<file path="src/rtl/misr_stage_net.sv">
module misr_stage_net #(
   parameter int SIG_W  = 16,
   parameter int RESP_W = 16
) (
   input  logic [SIG_W-1:0]  cur_sig,
   input  logic [RESP_W-1:0] resp_word,
   input  logic [SIG_W-1:0]  coef,
   output logic [SIG_W-1:0]  nxt_sig
);

   localparam int TOP = SIG_W - 1;

   logic [SIG_W-1:0] resp_ext;
   logic             fb_bit;

   assign fb_bit = cur_sig[TOP];

   // Response fan-in: stages beyond the response width get a zero input.
   for (genvar gi = 0; gi < SIG_W; gi++) begin : g_resp
      if (gi < RESP_W) begin : g_live
         assign resp_ext[gi] = resp_word[gi];
      end else begin : g_tied
         assign resp_ext[gi] = 1'b0;
      end
   end

   // One XOR stage per flop, with a coefficient-gated feedback term.
   for (genvar gs = 0; gs < SIG_W; gs++) begin : g_stage
      if (gs == 0) begin : g_head
         assign nxt_sig[gs] = resp_ext[gs] ^ (coef[gs] & fb_bit);
      end else begin : g_body
         assign nxt_sig[gs] = cur_sig[gs-1] ^ resp_ext[gs] ^ (coef[gs] & fb_bit);
      end
   end

endmodule

</file>
<file path="src/rtl/misr_sig_reg.sv">
module misr_sig_reg #(
   parameter int SIG_W  = 16,
   parameter int RESP_W = 16
) (
   input  logic              clk,
   input  logic              rst_n,
   input  logic              clear,
   input  logic              step,
   input  logic [SIG_W-1:0]  coef,
   input  logic [RESP_W-1:0] resp_word,
   output logic [SIG_W-1:0]  sig
);

   logic [SIG_W-1:0] sig_nxt;

   misr_stage_net #(
      .SIG_W  (SIG_W),
      .RESP_W (RESP_W)
   ) u_net (
      .cur_sig   (sig),
      .resp_word (resp_word),
      .coef      (coef),
      .nxt_sig   (sig_nxt)
   );

   always_ff @(posedge clk or negedge rst_n) begin
      if (!rst_n) begin
         sig <= '0;
      end else if (clear) begin
         sig <= '0;
      end else if (step) begin
         sig <= sig_nxt;
      end
   end

   AST_CLEAR_ZERO: assert property (@(posedge clk) disable iff (!rst_n)
      clear |=> (sig == '0)) else $error("signature not cleared on start");

   AST_IDLE_HOLD: assert property (@(posedge clk) disable iff (!rst_n)
      (!clear && !step) |=> $stable(sig)) else $error("signature moved without step");

endmodule

</file>
<file path="config.mk">
export PLATFORM = sky130hd
export DESIGN_NAME = misr_sig_reg
export DESIGN_NICKNAME = d
export VERILOG_FILES = /design/src/rtl/misr_stage_net.sv /design/src/rtl/misr_sig_reg.sv
export SDC_FILE = /design/constraint.sdc
export NUM_CORES = 1
export LEC_CHECK = 0
export ABC_AREA = 0
export CAP_MARGIN = 15
export CELL_PAD_IN_SITES_DETAIL_PLACEMENT = 1
export CELL_PAD_IN_SITES_GLOBAL_PLACEMENT = 2
export CORE_UTILIZATION = 25
export CTS_BUF_LIST = sky130_fd_sc_hd__clkbuf_8 sky130_fd_sc_hd__clkbuf_16
export DETAILED_ROUTE_END_ITERATION = 10
export DONT_BUFFER_PORTS = 1
export GPL_TIMING_DRIVEN = 0
export HOLD_SLACK_MARGIN = 0.15
export PLACE_DENSITY = 0.6
export SYNTH_ARGS = -nofsm -noshare
export SYNTH_HDL_FRONTEND = slang
export SYNTH_SLANG_ARGS = --single-unit
</file>
<file path="constraint.sdc">
create_clock -name clk -period 1.7 [get_ports clk]
set_clock_uncertainty 0.2 [all_clocks]
set_input_delay 0.085 -clock clk [delete_from_list [all_inputs] [get_ports clk]]
set_output_delay 0.085 -clock clk [all_outputs]
set_load 0.05 [all_outputs]
</file>
==> out/metrics.yaml <==
timing:
  hold_viol: 0
  period_needed_ns: 1.57
  rsz0062_at_grt: "no"
  setup_violations: 0
  max_slew_margin_pct: 42.3
  maxSlewViolCount: 0
  tightest_slew_ns: 0.863
  max_freq_mhz: 638
  finalCritPeriodShare_pct: 92.2
worst_setup_path:
  cp_top_family: "buffers and inverters"
  path_cells: "dlygate4sd3_1 -> nor2b_2 -> buf_6 -> buf_6 -> nand4_1 -> o221ai_1"
  endpoint_kind: "flip-flop"
  cp_common_cell: "buf_6"
  cp_max_fo: 10
  worstSetupPathType: "in2reg"
  critical_path_buf_inv_count: 3
  reg2reg_slack_ns: 0.19
  cp_data_required_time_ns: 1.66
  cp.arrival_ns: 1.53
  slowest_stage: "dlygate4sd3_1"
  critPathMaxStageDelay_ns: 0.71
  start_kind: "input port"
detailed_routing:
  drc: 0
  vias: 1074
  drt-initial-drc-count: 15
  avgRoutedWirePerCell_um: 16.2
  drtPass1Iterations: 4
  viasPerCell: 5.11
  ant_nets: 0
  routed_wl_um: 3400
clock_tree:
  cts_tree: "yes"
  cts.path.max_buffers: 2
  worstSkewPairLatency_ns: 0.25
  cts_buffers: 3
  cts_root_buf: "clkbuf_8"
  htree_levels: 1
  cts.sinks: 16
  cts.clk_slew.worst_paths_ns: 0.07
logic_synthesis:
  yosysSeqAreaShare_pct: 35.6
  yosys_warnings: 0
  ys_types: 21
  ys_top_cells_by_area: "dfrtp_1 (36%), xnor2_1 (11%), nand2_1 (8.7%)"
  syn_nets: 156
  ys_ff_latch: 16
  synth_area_um2: 1120
  yosysTopAreaCell: "dfrtp_1"
  yosys.area.top_type_share_pct: 35.6
  synthCells: 120
  synth_area_per_cell_um2: 9.36
cells_and_area:
  drive_above_1_share_pct: 17.7
  largest_register_ffs: 16
  reg_top3: "sig: 16 flops"
  largest-register: "sig"
  nets: 195
  area_growth_pct: 41.8
  diodes: 0
  instances_no_fill: 210
  final_cell_area_um2: 1590
floorplan:
  row_count: 24
  initial_core_util_pct: 26.0
  core_area_um2: 4320
  die_w_um: 69.0
  die_h_um: 69.0
  die_area_um2: 4770
  pin_count: 52
grt:
  antenna_found_initial: 0
  grt_pass1_wl_um: 5830
  track_usage_pct: 15.5
  grt_max_degree: 17
  grt_overflow_total: 0
  grt_pass1_vias: 1196
place:
  place_area_um2: 1190
  io_buffers: 0
  placed_cells: 172
  place_hpwl_um: 2360
  gp_congestion: 0.665
status:
  outcome: "finished, final reports clean"
power_and_ir_drop:
  ir_worst_vdd_mv: 0.256
  power_density_nw_per_um2: 781
  power_leakage_nw: 0.605
worst_hold_path:
  hold_class: "in2async"
job:
  maxCapViolCount: 0
-- path summary, 6_finish.rpt --
check / cells after the start / end / start
min: 1 / sig[10] / rst_n
min in group clk: 3 / sig[5] / coef[5]
max in group asynchronous: 1 / sig[15] / rst_n
max: 6 / sig[4] / step
max reg2reg: 4 / sig[15] / sig[15]
min reg2reg: 2 / sig[14] / sig[14]
-- worst reg2reg max path, cell delays in order, from the launching register on --
cell and delay (ns):
dfrtp_2 0.55, clkbuf_4 0.35, inv_2 0.05, o22ai_1 0.16, o21ba_1 0.15
-- area by class of cell --
type / instances / area [um2]
Inverter: 1 / 3.75
Fill cell: 496 / 2730
Clock buffer: 4 / 55.1
Timing Repair Buffer: 35 / 350
Tap cell: 52 / 65.1
Sequential cell: 16 / 402
Buffer: 7 / 65.1
Multi-Input combinational cell: 95 / 652
-- cell usage after synthesis --
library cell and n:
dfrtp_1 16, nand4_1 12, xor2_1 2, nor2b_2 1, nand2b_1 12, buf_12 1
o221ai_2 4, nand4_2 2, o22ai_1 1, buf_6 2, buf_2 5, o21ba_1 1
inv_2 1, nor2_1 2, nand2_2 6, o211ai_2 2, a211oi_1 1, o221ai_1 8
and3_1 1, nand2_1 26, xnor2_1 14
-- through the flow --
| stage | hold slack [ns] | setup slack [ns] | utilization (%) | setup TNS (ns) | power (mW) |
|---|---|---|---|---|---|
| floorplan | -0.411 | 0.138 | - | 0 | 0.769 |
| detailed placement | -0.410 | -0.133 | 27.5 | -1.19 | 0.821 |
| global route | 0.232 | 0.0155 | 36.8 | 0 | 1.33 |
| CTS | 0.222 | 0.0425 | 36.9 | 0 | 1.28 |
| global placement | -0.410 | -0.119 | 27.5 | -1.04 | 0.814 |
| finish | 0.189 | 0.132 | 36.8 | 0 | 1.24 |
-- per-layer routing --
| layer | global-route usage [%] | routed length (um) | vias up |
|---|---|---|---|
| met2 | 27.4 | 1710 | 33 |
| met1 | 18.1 | 1510 | 531 |
| met4 | 5.44 | 31 | 0 |
| li1 | - | - | 506 |
| met3 | 3.51 | 151 | 4 |
| met5 | 0 | 0 | - |
-- report_power, final --
group          switching [mW]  internal, mW  leakage, nW  total (mW)
Sequential              0.180         0.416        0.211       0.596
Clock                   0.144         0.206       0.0288       0.350
Combinational           0.149         0.149        0.365       0.298
Total                   0.473         0.770        0.605        1.24
-- cells by family (layout without fill, tap and decap cells) --
group,Yosys count,after routing,synth area share (%)
flops,16,16,35.6
buf+inv,9,47,6.35
simple gates,62,62,29.6
compound gates,17,17,15.9
xor+xnor,16,16,12.5
-- timing repair --
action	4_1_cts	5_1_grt
hold buffers	35	0
setup buffers	0	0
hold endpoints to repair	32	0
setup endpoints to repair	10	9
gates resized for setup	1	1
-- cell usage in the layout (no fill, tap or decap), drive strengths merged --
cell type and count:
nand2 32, o22ai 1, and3 1, nor2 2, o211ai 2, o21ba 1
dlygate4sd3 35, nand4 14, nor2b 1, clkbuf 5, nand2b 12, xnor2 14
o221ai 12, buf 6, dfrtp 16, inv 1, xor2 2, a211oi 1
(Power assumes the default switching activity.)
